==> config.mk <==
export PLATFORM = sky130hd
export DESIGN_NAME = pipe_bank_mgr
export DESIGN_NICKNAME = d
export VERILOG_FILES = /design/src/rtl/pbm_pkg.sv /design/src/rtl/pbm_decode.sv /design/src/rtl/pbm_pipe.sv /design/src/rtl/pbm_rdmux.sv /design/src/rtl/pipe_bank_mgr.sv
export SDC_FILE = /design/constraint.sdc
export NUM_CORES = 1
export LEC_CHECK = 0
export BUFFER_PORTS_ARGS = -buffer_cell sky130_fd_sc_hd__buf_4
export CAP_MARGIN = 20
export CELL_PAD_IN_SITES_DETAIL_PLACEMENT = 1
export CELL_PAD_IN_SITES_GLOBAL_PLACEMENT = 2
export CORE_ASPECT_RATIO = 0.7
export CORE_MARGIN = 5
export CORE_UTILIZATION = 25
export CTS_CLUSTER_SIZE = 20
export DETAILED_ROUTE_END_ITERATION = 10
export PLACE_DENSITY = 0.53
export REMOVE_ABC_BUFFERS = 1
export SETUP_SLACK_MARGIN = 0.2
export SLEW_MARGIN = 5
export SYNTH_ARGS = -nofsm -noshare
export SYNTH_HDL_FRONTEND = slang
export SYNTH_SLANG_ARGS = --single-unit
==> constraint.sdc <==
create_clock -name clk -period 3 [get_ports clk]
set_input_delay 0.3 -clock clk [delete_from_list [all_inputs] [get_ports clk]]
set_output_delay 0.3 -clock clk [all_outputs]
set_load 0.03 [all_outputs]
==> src/rtl/pbm_pkg.sv <==
// Package: shared register indices and the per-pipe operation bundle.
// Assumes a 3-bit register index inside the processor window.
package pbm_pkg;

    localparam logic [2:0] RA_PSEL = 3'd0;
    localparam logic [2:0] RA_DATA = 3'd1;
    localparam logic [2:0] RA_EN   = 3'd2;
    localparam logic [2:0] RA_CFG  = 3'd3;
    localparam logic [2:0] RA_TOG  = 3'd4;
    localparam logic [2:0] RA_REL  = 3'd5;
    localparam logic [2:0] RA_STAT = 3'd6;
    localparam logic [2:0] RA_FILL = 3'd7;

    // One decoded processor operation, broadcast to all pipes.
    typedef struct packed {
        logic wr_en;
        logic wr_cfg;
        logic wr_tog;
        logic wr_data;
        logic rd_data;
        logic release_bank;
    } pipe_op_t;

endpackage

==> src/rtl/pbm_decode.sv <==
// Module: pbm_decode
// Turns the processor strobes and the select register into one operation
// bundle plus a one-hot pipe select. A write masks a concurrent read.
// Assumes SEL_W is wide enough to hold NUM_PIPES.
module pbm_decode #(
    parameter int NUM_PIPES = 7,
    parameter int SEL_W     = 3
) (
    input  logic                  cpu_wr,
    input  logic                  cpu_rd,
    input  logic [2:0]            cpu_addr,
    input  logic [SEL_W-1:0]      psel,
    output pbm_pkg::pipe_op_t     op,
    output logic [NUM_PIPES-1:0]  sel_vec,
    output logic                  rd_eff
);
    import pbm_pkg::*;

    // Purpose: classify the access by register index.
    always_comb begin
        rd_eff          = cpu_rd && !cpu_wr;
        op.wr_en        = cpu_wr && (cpu_addr == RA_EN);
        op.wr_cfg       = cpu_wr && (cpu_addr == RA_CFG);
        op.wr_tog       = cpu_wr && (cpu_addr == RA_TOG);
        op.wr_data      = cpu_wr && (cpu_addr == RA_DATA);
        op.release_bank = cpu_wr && (cpu_addr == RA_REL);
        op.rd_data      = rd_eff && (cpu_addr == RA_DATA);
    end

    // Purpose: one select line per implemented pipe; out-of-range selects none.
    for (genvar i = 0; i < NUM_PIPES; i++) begin : g_sel
        assign sel_vec[i] = (psel == SEL_W'(i));
    end

endmodule

==> src/rtl/pbm_pipe.sv <==
// Module: pbm_pipe
// State of one pipe: enable, configuration, toggle, a two-bank byte buffer
// with fill/read pointer/current bank, and sticky overflow/underflow flags.
// Priority: bus reset, then partial reset, then processor access.
// Assumes BANK_DEPTH >= 2 and that one operation arrives per cycle.
module pbm_pipe #(
    parameter int DATA_W     = 8,
    parameter int CFG_W      = 8,
    parameter int BANK_DEPTH = 8,
    localparam int CNT_W     = $clog2(BANK_DEPTH + 1)
) (
    input  logic               clk,
    input  logic               rst_n,
    input  logic               bus_rst,
    input  logic               pipe_rst,
    input  logic               sel,
    input  pbm_pkg::pipe_op_t  op,
    input  logic [DATA_W-1:0]  wdata,
    output logic               en_o,
    output logic [CFG_W-1:0]   cfg_o,
    output logic               tog_o,
    output logic [CNT_W-1:0]   fill_o,
    output logic               bank_o,
    output logic               ovf_o,
    output logic               udf_o,
    output logic [DATA_W-1:0]  rd_byte_o
);
    localparam int               MEM_AW = $clog2(2 * BANK_DEPTH);
    localparam logic [CNT_W-1:0] FULL   = CNT_W'(BANK_DEPTH);

    logic              en_q, tog_q, bank_q, ovf_q, udf_q;
    logic [CFG_W-1:0]  cfg_q;
    logic [CNT_W-1:0]  fill_q, rptr_q;
    logic [DATA_W-1:0] mem [2*BANK_DEPTH];
    logic              live, store;
    logic [MEM_AW-1:0] wr_slot, rd_slot;

    function automatic logic [MEM_AW-1:0] slot_of(input logic bank,
                                                  input logic [CNT_W-1:0] idx);
        return bank ? (MEM_AW'(BANK_DEPTH) + MEM_AW'(idx)) : MEM_AW'(idx);
    endfunction

    // Purpose: processor access reaches this pipe only when no reset claims it.
    always_comb begin
        live    = sel && !bus_rst && !pipe_rst;
        store   = live && en_q && op.wr_data && (fill_q != FULL);
        wr_slot = slot_of(bank_q, fill_q);
        rd_slot = slot_of(bank_q, rptr_q);
    end

    // Purpose: control and bank state with the two reset levels.
    always_ff @(posedge clk) begin
        if (!rst_n || bus_rst) begin
            en_q   <= 1'b0;
            cfg_q  <= '0;
            tog_q  <= 1'b0;
            fill_q <= '0;
            rptr_q <= '0;
            bank_q <= 1'b0;
            ovf_q  <= 1'b0;
            udf_q  <= 1'b0;
        end else if (pipe_rst) begin
            fill_q <= '0;
            rptr_q <= '0;
            bank_q <= 1'b0;
            ovf_q  <= 1'b0;
            udf_q  <= 1'b0;
        end else if (sel) begin
            if (op.wr_en) begin
                en_q <= wdata[0];
                if (en_q && !wdata[0]) begin
                    cfg_q  <= '0;
                    tog_q  <= 1'b0;
                    fill_q <= '0;
                    rptr_q <= '0;
                    bank_q <= 1'b0;
                    ovf_q  <= 1'b0;
                    udf_q  <= 1'b0;
                end
            end
            if (op.wr_cfg) cfg_q <= wdata[CFG_W-1:0];
            if (op.wr_tog) tog_q <= wdata[0];
            if (en_q && op.wr_data) begin
                if (fill_q == FULL) ovf_q  <= 1'b1;
                else                fill_q <= fill_q + 1'b1;
            end
            if (en_q && op.rd_data) begin
                if (rptr_q == fill_q) udf_q  <= 1'b1;
                else                  rptr_q <= rptr_q + 1'b1;
            end
            if (en_q && op.release_bank) begin
                bank_q <= !bank_q;
                fill_q <= '0;
                rptr_q <= '0;
            end
        end
    end

    // Purpose: buffer storage, no reset (contents are meaningless once freed).
    always_ff @(posedge clk) begin
        if (store) mem[wr_slot] <= wdata;
    end

    // Purpose: expose state; the byte under the read pointer, or 0 if none.
    always_comb begin
        en_o      = en_q;
        cfg_o     = cfg_q;
        tog_o     = tog_q;
        fill_o    = fill_q;
        bank_o    = bank_q;
        ovf_o     = ovf_q;
        udf_o     = udf_q;
        rd_byte_o = (en_q && (rptr_q != fill_q)) ? mem[rd_slot] : '0;
    end

endmodule

==> src/rtl/pbm_rdmux.sv <==
// Module: pbm_rdmux
// Picks the selected pipe's fields and forms the next read value for the
// given register index. With no pipe selected, every pipe field reads 0.
// Assumes CFG_W and CNT_W do not exceed DATA_W.
module pbm_rdmux #(
    parameter int NUM_PIPES = 7,
    parameter int DATA_W    = 8,
    parameter int CFG_W     = 8,
    parameter int CNT_W     = 4,
    parameter int SEL_W     = 3
) (
    input  logic [2:0]                         cpu_addr,
    input  logic [SEL_W-1:0]                   psel,
    input  logic [NUM_PIPES-1:0]               sel_vec,
    input  logic                               kill,
    input  logic [NUM_PIPES-1:0]               en_a,
    input  logic [NUM_PIPES-1:0][CFG_W-1:0]    cfg_a,
    input  logic [NUM_PIPES-1:0]               tog_a,
    input  logic [NUM_PIPES-1:0][CNT_W-1:0]    fill_a,
    input  logic [NUM_PIPES-1:0]               bank_a,
    input  logic [NUM_PIPES-1:0]               ovf_a,
    input  logic [NUM_PIPES-1:0]               udf_a,
    input  logic [NUM_PIPES-1:0][DATA_W-1:0]   byte_a,
    output logic [DATA_W-1:0]                  rdata_nxt
);
    import pbm_pkg::*;

    logic              en_s, tog_s, bank_s, ovf_s, udf_s;
    logic [CFG_W-1:0]  cfg_s;
    logic [CNT_W-1:0]  fill_s;
    logic [DATA_W-1:0] byte_s;

    // Purpose: gather the selected pipe's fields through the one-hot select.
    always_comb begin
        en_s = 1'b0; tog_s = 1'b0; bank_s = 1'b0; ovf_s = 1'b0; udf_s = 1'b0;
        cfg_s = '0; fill_s = '0; byte_s = '0;
        for (int i = 0; i < NUM_PIPES; i++) begin
            if (sel_vec[i]) begin
                en_s   = en_a[i];
                tog_s  = tog_a[i];
                bank_s = bank_a[i];
                ovf_s  = ovf_a[i];
                udf_s  = udf_a[i];
                cfg_s  = cfg_a[i];
                fill_s = fill_a[i];
                byte_s = byte_a[i];
            end
        end
    end

    // Purpose: format the register value for the requested index.
    always_comb begin
        rdata_nxt = '0;
        case (cpu_addr)
            RA_PSEL: rdata_nxt = DATA_W'(psel);
            RA_DATA: rdata_nxt = kill ? '0 : byte_s;
            RA_EN:   rdata_nxt = DATA_W'(en_s);
            RA_CFG:  rdata_nxt = DATA_W'(cfg_s);
            RA_TOG:  rdata_nxt = DATA_W'(tog_s);
            RA_STAT: rdata_nxt = DATA_W'({bank_s, udf_s, ovf_s});
            RA_FILL: rdata_nxt = DATA_W'(fill_s);
            default: rdata_nxt = '0;
        endcase
    end

endmodule

==> src/rtl/pipe_bank_mgr.sv <==
// Module: pipe_bank_mgr (top)
// Processor window onto NUM_PIPES host pipes: select register, decode,
// one pbm_pipe per pipe, and a registered read path.
// Assumes single-cycle strobes and a synchronous active-low reset.
module pipe_bank_mgr #(
    parameter int NUM_PIPES  = 7,
    parameter int DATA_W     = 8,
    parameter int CFG_W      = 8,
    parameter int BANK_DEPTH = 8
) (
    input  logic                 clk,
    input  logic                 rst_n,
    input  logic                 cpu_wr,
    input  logic                 cpu_rd,
    input  logic [2:0]           cpu_addr,
    input  logic [DATA_W-1:0]    cpu_wdata,
    output logic [DATA_W-1:0]    cpu_rdata,
    input  logic [NUM_PIPES-1:0] pipe_rst_mask,
    input  logic                 bus_rst
);
    import pbm_pkg::*;

    localparam int SEL_W = $clog2(NUM_PIPES + 1);
    localparam int CNT_W = $clog2(BANK_DEPTH + 1);

    logic [SEL_W-1:0]                  psel_q;
    pipe_op_t                          op;
    logic [NUM_PIPES-1:0]              sel_vec;
    logic                              rd_eff, kill;
    logic [NUM_PIPES-1:0]              en_a, tog_a, bank_a, ovf_a, udf_a;
    logic [NUM_PIPES-1:0][CFG_W-1:0]   cfg_a;
    logic [NUM_PIPES-1:0][CNT_W-1:0]   fill_a;
    logic [NUM_PIPES-1:0][DATA_W-1:0]  byte_a;
    logic [DATA_W-1:0]                 rdata_nxt;

    // Purpose: pipe select register; survives a bus reset.
    always_ff @(posedge clk) begin
        if (!rst_n)                               psel_q <= '0;
        else if (cpu_wr && (cpu_addr == RA_PSEL)) psel_q <= cpu_wdata[SEL_W-1:0];
    end

    pbm_decode #(.NUM_PIPES(NUM_PIPES), .SEL_W(SEL_W)) u_dec (
        .cpu_wr  (cpu_wr),
        .cpu_rd  (cpu_rd),
        .cpu_addr(cpu_addr),
        .psel    (psel_q),
        .op      (op),
        .sel_vec (sel_vec),
        .rd_eff  (rd_eff)
    );

    for (genvar i = 0; i < NUM_PIPES; i++) begin : g_pipe
        pbm_pipe #(.DATA_W(DATA_W), .CFG_W(CFG_W), .BANK_DEPTH(BANK_DEPTH)) u_pipe (
            .clk      (clk),
            .rst_n    (rst_n),
            .bus_rst  (bus_rst),
            .pipe_rst (pipe_rst_mask[i]),
            .sel      (sel_vec[i]),
            .op       (op),
            .wdata    (cpu_wdata),
            .en_o     (en_a[i]),
            .cfg_o    (cfg_a[i]),
            .tog_o    (tog_a[i]),
            .fill_o   (fill_a[i]),
            .bank_o   (bank_a[i]),
            .ovf_o    (ovf_a[i]),
            .udf_o    (udf_a[i]),
            .rd_byte_o(byte_a[i])
        );
    end

    // Purpose: a data read aimed at a pipe under reset yields nothing.
    assign kill = bus_rst || (|(sel_vec & pipe_rst_mask));

    pbm_rdmux #(
        .NUM_PIPES(NUM_PIPES), .DATA_W(DATA_W), .CFG_W(CFG_W),
        .CNT_W(CNT_W), .SEL_W(SEL_W)
    ) u_rdmux (
        .cpu_addr (cpu_addr),
        .psel     (psel_q),
        .sel_vec  (sel_vec),
        .kill     (kill),
        .en_a     (en_a),
        .cfg_a    (cfg_a),
        .tog_a    (tog_a),
        .fill_a   (fill_a),
        .bank_a   (bank_a),
        .ovf_a    (ovf_a),
        .udf_a    (udf_a),
        .byte_a   (byte_a),
        .rdata_nxt(rdata_nxt)
    );

    // Purpose: registered read data, held between reads.
    always_ff @(posedge clk) begin
        if (!rst_n)      cpu_rdata <= '0;
        else if (rd_eff) cpu_rdata <= rdata_nxt;
    end

endmodule

==> impl_metrics.toml, run 1 <==
[detailed_routing]
drtIter0Drc = 2275
vias = 26500
vias_per_cell = 4.81
top_layer = "met5"
met1_length_um = 70400
wl_met2_um = 59500
first_pass_iters = 5
post_drt_wl_per_cell_um = 25.6
wl_um = 141000
wl_met3_um = 8950
remaining_drc_errors = 0
ant_nets = 0

[floorplan]
core_area_um2 = 175000
start_util_pct = 25.2
dieArea_um2 = 185000
ios = 31
rows = 128
die_h_um = 361
die_w_um = 512

[cts]
htreeDepth = 3
clk_latency_ns = 0.74
clkTransAtPathRegs_ns = 0.07
cts_buffers = 105
cts_tree = "built"
max-clock-path-buffers = 3
cts_root_buffer = "clkbuf_16"
cts.sinks = 1054

[sta]
finalHoldViolCount = 0
clock_skew_ns = 0.0424
relSlewSlack_pct = 27.8
setup-violations-final = 0
tns_ns = 0
min_period_ns = 2.82
max_clock_freq_ghz = 0.354
postLayoutSetupSlackWorst_ns = 0.177
final.period_utilization_pct = 94.1
rsz0062_at_grt = "true"
tightestPinTransition_ns = 1.08
slew_violations = 0

[status]
outcome = "finished clean"

[global_route]
grt_pass1_vias = 27600
grt_usage_pct = 14.9
grt_max_degree = 125
antenna_found_initial = 17
grt_overflow = 0
grt_pass1_wl_um = 202000

[power]
power_switching_mw = 6.31
swShare_pct = 21.2
ir_drop_uv = 443
clkPwrFrac_pct = 44.9
p_int_mw = 23.5
power_frac_seq_pct = 53.2
power_density_nw_per_um2 = 557
pwr-share-comb_pct = 1.9
leakagePower_nw = 16.7
total_power_mw = 29.8

[final_layout]
drive_above_1_share_pct = 28.6
finalInstanceArea_um2 = 53600
finalNetCount = 3125
final.fill_count = 18200
area_delta_synth_final_pct = 21.7

[yosys]
synthFlopType = "edfxtp_1"
synth_top_area_share_pct = 61.1
avgSynthCellArea_um2 = 16.1
yosysSeqAreaShare_pct = 68.3
synthCells = 2736
synthTopCellsByArea = "edfxtp_1, mux4_2, dfxtp_1, nor2_1, nand2_1"
ys_seq_elements = 1054
yosys_warnings = 0
synthArstFlopShare_pct = 0
synth_top_area_cell = "edfxtp_1"
synth_edf_count = 896
syn_area_um2 = 44000
ys_types = 70

[worst_hold_path]
hp-class = "input port to flop"

[critical_path]
cp_max_fo = 7
worstSetupPathType = "flop to flop"
cp_slowest_cell = "dfxtp_1"
path_cells = "buf_4 -> xor2_1 -> nor4_1 -> buf_4 -> nor2_1 -> o21ai_1 -> a31oi_1 -> buf_4 -> a2111oi_4 -> buf_4 -> o31ai_1"
cp_slowest_stage_delay_ns = 0.53
required_ns = 3.66
crit_top_cell = "buf_4"
arrival_ns = 3.49
end_kind = "flop"
crit_path_start_kind = "flop"

[placed_design]
dp_hpwl_um = 98600
pre_cts_ws_ns = -0.357
dpl_cell_area_um2 = 49400
place_congestion = 0.872
port_buffers = 30

[flow_run]
timing.max_cap.violations = 0
==> synth_stat cells, drive strengths merged, types with 16 or more instances <==
cell type and number:
o21ai 94, mux2 29, ha 35, edfxtp 896, nand2b 24, a22oi 75, and3 20, a21oi 104
nor3 38, nor2b 17, and2 17, a211oi 23, nor2 273, nor4 16, xor2 33, mux2i 53
nand2 155, nand3 29, clkbuf 112, mux4 256, buf 58, inv 25, dfxtp 158
==> cells in the final DEF (no fill, tap or decap), types with 14 or more instances in the layout <==
master,count
and2_1,15
nand3_1,29
nand2b_1,23
a22oi_1,73
ha_1,35
xnor2_1,15
a21oi_1,103
o21ai_0,87
nand4_1,14
edfxtp_1,896
buf_12,31
clkinv_1,25
dfxtp_1,145
nand2_1,153
nor2b_1,16
and3_1,14
clkbuf_1,19
inv_1,25
nor3_1,35
xor2_1,31
clkbuf_16,109
mux4_2,255
a311oi_1,14
nor2_1,266
a211oi_1,21
buf_4,343
mux2_2,28
mux2i_1,46
==> power groups by stage <==
stage	Sequential, mW	Combinational, mW	Clock [mW]
after CTS	15.9	0.581	13.8
after global placement	16.2	0.537	0
after detailed placement	16.2	0.562	0
after global routing	15.8	0.618	14.5
final	15.9	0.579	13.4
after floorplan	16.2	0.0969	0
==> stage by stage <==
| step | hold slack [ns] | util [%] | instances |
|---|---|---|---|
| after CTS | 0.0296 | 30.5 | 5483 |
| final | 0.0867 | 30.7 | 5504 |
| after global routing | 0.0525 | 30.7 | 5496 |
| after detailed placement | 0.465 | 28.3 | 5270 |
| after global placement | 0.459 | 28.3 | 5269 |
| after floorplan | 0.399 | - | 2566 |
==> flip-flops by register name (all words and copies together), names as in the netlist <==
| register | count |
|---|---|
| psel_q | 3 |
| g_pipe.u_pipe.en_o | 7 |
| g_pipe.u_pipe.bank_o | 7 |
| g_pipe.u_pipe.tog_o | 7 |
| g_pipe.u_pipe.fill_o | 28 |
| cpu_rdata | 8 |
| g_pipe.u_pipe.ovf_o | 7 |
| g_pipe.u_pipe.udf_o | 7 |
| g_pipe.u_pipe.cfg_o | 56 |
| g_pipe.u_pipe.rptr_q | 28 |
| g_pipe.u_pipe.mem | 896 |
==> metal layers <==
metal  track usage (%)  up-vias
met5                 0        -
met4              2.68        2
met3              3.54      155
met2              21.4      649
met1              22.8    14200
li1                  -    11500
==> logic make-up after synthesis <==
kind of cell / after synthesis / share of synthesized area [%]
AO/OA/AOI/OAI: 396 / 5.75
XOR/XNOR: 48 / 0.954
adder cells (fa/ha/maj): 35 / 0.994
buffers and inverters: 195 / 1.81
flip-flops: 1054 / 68.3
multiplexers: 338 / 15.0
AND/OR/NAND/NOR: 670 / 7.19
==> critical path: cells and delay by family, from the launching register on <==
| kind | cells | cell delay, ns |
|---|---|---|
| simple gates | 2 | 0.54 |
| buf+inv | 4 | 0.74 |
| compound gates | 4 | 0.82 |
| flops | 1 | 0.53 |
| xor+xnor | 1 | 0.14 |
==> final cells by class <==
cell class / count / area, um^2 / share of cell area (%)
Antenna cell: 9 / 22.5 / 0.0420
Inverter: 25 / 93.8 / 0.175
Clock buffer: 125 / 2720 / 5.08
Clock inverter: 70 / 712 / 1.33
Multi-Input combinational cell: 1487 / 13500 / 25.2
Sequential cell: 1054 / 30100 / 56.2
Tap cell: 2340 / 2930 / 5.46
Timing Repair Buffer: 394 / 3510 / 6.55
==> path summary, 6_finish.rpt <==
kind                                                              start                              endpoint  slack [ns]  depth (start not counted)
worst max-delay path            g_pipe[2].u_pipe.rptr_q[1]$_SDFFE_PP0P_             cpu_rdata[7]$_SDFFE_PN0P_        0.18                         11
worst min-delay path                                       cpu_wdata[6]  g_pipe[6].u_pipe.mem[0][6]$_DFFE_PP_        0.09                          1
worst max register to register  g_pipe[2].u_pipe.rptr_q[1]$_SDFFE_PP0P_             cpu_rdata[7]$_SDFFE_PN0P_        0.18                         11
worst min register to register      g_pipe[4].u_pipe.tog_o$_SDFFE_PP0P_   g_pipe[4].u_pipe.tog_o$_SDFFE_PP0P_        0.48                          2
==> timing repair <==
action / 4_1_cts / 5_1_grt
setup endpoints to repair: 121 / 378
hold buffers: 9 / 0
gates resized for setup: 37 / 45
setup buffers: 7 / 9
pin swaps: 5 / 12
cloned: 2 / 3
hold endpoints to repair: 64 / 0
Power figures use the tool's default switching activity.
==> inputs of run 2 (changes only) <==
--- a/config.mk
+++ b/config.mk
@@ -12,6 +12,7 @@
 export CORE_ASPECT_RATIO = 0.7
 export CORE_MARGIN = 5
 export CORE_UTILIZATION = 25
+export CTS_BUF_LIST = sky130_fd_sc_hd__clkbuf_8
 export CTS_CLUSTER_SIZE = 20
 export DETAILED_ROUTE_END_ITERATION = 10
 export PLACE_DENSITY = 0.53
==> run 2 against run 1 <==
Net effect:
- first-iteration DRC count decreased by 6.2%
- combinational power rose by 2%
- clock power decreased by 11%
- register-to-register slack worse by 0.04 ns
- critical path depth down 4
- via count grew 0.85%
- non-clock buffer count increased by 8
- hold slack improved by 0.051 ns
- utilization decreased by 0.15 points
- power fell by 4.8%
- clock skew rose by 0.0054 ns
- global-route usage up 0.22 points
- critical path type unchanged
- highest routed layer unchanged
==> impl_metrics.toml, run 2 (synthesis results as in run 1) <==
[status]
outcome = "finished clean"

[final_layout]
layout_common_cells = "edfxtp_1, buf_4, nor2_1"
area_delta_synth_final_pct = 21.1
drive_above_1_share_pct = 29.3
registers.top_by_ff_count = "g_pipe.u_pipe.mem"
final.fill_count = 18300
multi_input_area_um2 = 13500
layout_commonest_cell = "edfxtp_1"
regArea_um2 = 30100
largest_reg_flops = 896
stdcell_count = 5617
finalNetCount = 3196

[placed_design]
port_buffers = 30
pre_cts_ws_ns = -0.357
dp_hpwl_um = 98600
place_congestion = 0.872
dpl.cell_count = 5270

[detailed_routing]
post_drt_wl_per_cell_um = 25.3
wl_um = 142000
remaining_drc_errors = 0
drtIter0Drc = 2133
vias = 26700
first_pass_iters = 5
ant_nets = 0
vias_per_cell = 4.76

[critical_path]
reg2reg_depth = 7
arrival_ns = 3.64
crit_path_start_kind = "flop"
worstSetupPathType = "flop to flop"
path_buf_inv = 1
end_kind = "flop"
r2r_slack_ns = 0.14
required_ns = 3.78
crit_top_cell = "mux4_2"
r2r-start = "g_pipe[3].u_pipe.rptr_q[0]$_SDFFE_PP0P_"
cp_slowest_stage_delay_ns = 0.55
cp_slowest_cell = "mux4_2"
path_cells = "buf_12 -> mux4_2 -> mux4_2 -> and3_4 -> nor3_4 -> o21ai_1 -> a221o_1"
r2r_end = "cpu_rdata[1]$_SDFFE_PN0P_"
cp_max_fo = 7
crit_family = "multiplexers"

[sta]
tightestPinTransition_ns = 1.07
tns_ns = 0
finalHoldViolCount = 0
postLayoutSetupSlackWorst_ns = 0.138
slew_violations = 0
max_clock_freq_ghz = 0.349
final.period_utilization_pct = 95.4
rsz0062_at_grt = "true"
setup-violations-final = 0
clock_skew_ns = 0.0478
min_period_ns = 2.86
timing.hold.ws_ns = 0.138
relSlewSlack_pct = 28.4

[floorplan]
rows = 128
die_h_um = 361
die_w_um = 512
dieArea_um2 = 185000
core_area_um2 = 175000
ios = 31
start_util_pct = 25.2

[power]
leakagePower_nw = 16.9
power_density_nw_per_um2 = 532
total_power_mw = 28.4
ir_drop_uv = 285

[global_route]
grt_overflow = 0
grt_pass1_wl_um = 205000
grt_max_degree = 125
grt_pass1_vias = 28300
antenna_found_initial = 19
grt_usage_pct = 15.1

[cts]
cts.sinks = 1054
cts_buffers = 168
clk_latency_ns = 0.89
clkTransAtPathRegs_ns = 0.07
cts_root_buffer = "clkbuf_8"
cts_tree = "built"
htreeDepth = 4
max-clock-path-buffers = 3

[flow_run]
timing.max_cap.violations = 0

[worst_hold_path]
hold_path_startpoint = "bus_rst"
whs_path_depth = 5
hp-class = "input port to flop"
hold_end = "g_pipe[2].u_pipe.fill_o[3]$_SDFFE_PP0P_"
-- run 2: cell count changes in the layout (fill, tap and decap cells not counted), sizes merged, moves of 4 or more --
cell / previous run / this run
inv: 30 / 83
clkbuf: 128 / 174
buf: 381 / 377
clkinv: 49 / 59
dlygate4sd3: 9 / 22
bufinv: 12 / 7
-- run 2: how the worst max path moves through the flow --
stage	to	slack, ns	from	cells past startpoint
after floorplan	cpu_rdata[3]$_SDFFE_PN0P_	-0.81	g_pipe[2].u_pipe.rptr_q[0]$_SDFFE_PP0P_	6
after global placement	cpu_rdata[6]$_SDFFE_PN0P_	-0.41	g_pipe[1].u_pipe.rptr_q[0]$_SDFFE_PP0P_	7
after detailed placement	cpu_rdata[1]$_SDFFE_PN0P_	-0.36	g_pipe[3].u_pipe.rptr_q[0]$_SDFFE_PP0P_	7
after CTS	cpu_rdata[1]$_SDFFE_PN0P_	0.11	g_pipe[0].u_pipe.rptr_q[1]$_SDFFE_PP0N_	8
after global routing	cpu_rdata[1]$_SDFFE_PN0P_	0.13	psel_q[0]$_SDFFE_PN0P_	10
final	cpu_rdata[1]$_SDFFE_PN0P_	0.14	g_pipe[3].u_pipe.rptr_q[0]$_SDFFE_PP0P_	7
-- run 2: worst min-delay path, delay by kind of cell --
kind	cells	cell delay (ns)
AOI/OAI and AO/OA	1	0.06
buffers and inverters	2	0.31
and+or+nand+nor	2	0.30
-- run 2: what timing repair did --
| item | 4_1_cts | 5_1_grt |
|---|---|---|
| setup endpoints to repair | 101 | 164 |
| cloned | 2 | 2 |
| endpoints found under the hold margin | 397 | 0 |
| setup buffers | 8 | 4 |
| gates resized for setup | 40 | 37 |
| pin swaps | 6 | 7 |
| hold buffers | 22 | 0 |
-- run 2: through the flow --
stage	area [um^2]	util, %
global route	53300	30.5
detailed placement	49400	28.3
CTS	53100	30.4
floorplan	43300	-
global placement	49400	28.3
finish	53300	30.5
-- run 2: layout make-up --
type                            instances  share of cell area (%)
Antenna cell                            7                  0.0328
Clock buffer                          172                    4.44
Clock inverter                        130                    1.47
Inverter                               25                   0.176
Multi-Input combinational cell       1487                    25.2
Sequential cell                      1054                    56.4
Tap cell                             2340                    5.49
Timing Repair Buffer                  402                    6.70
-- run 2: where the power goes --
group	total [mW]	internal [mW]	switching, mW
Sequential	15.9	15.9	0.00241
Clock	11.9	5.97	5.97
Combinational	0.590	0.128	0.461
-- run 2: metal layers --
layer  vias to the layer above  GRT usage (%)  part of all wire, %
met1                     14200           22.9                   50
met3                       179           3.62                  6.0
met4                         4           4.06                  1.8
li1                      11600              -                    -
met5                         -              0                0.016
met2                       685           21.3                   42
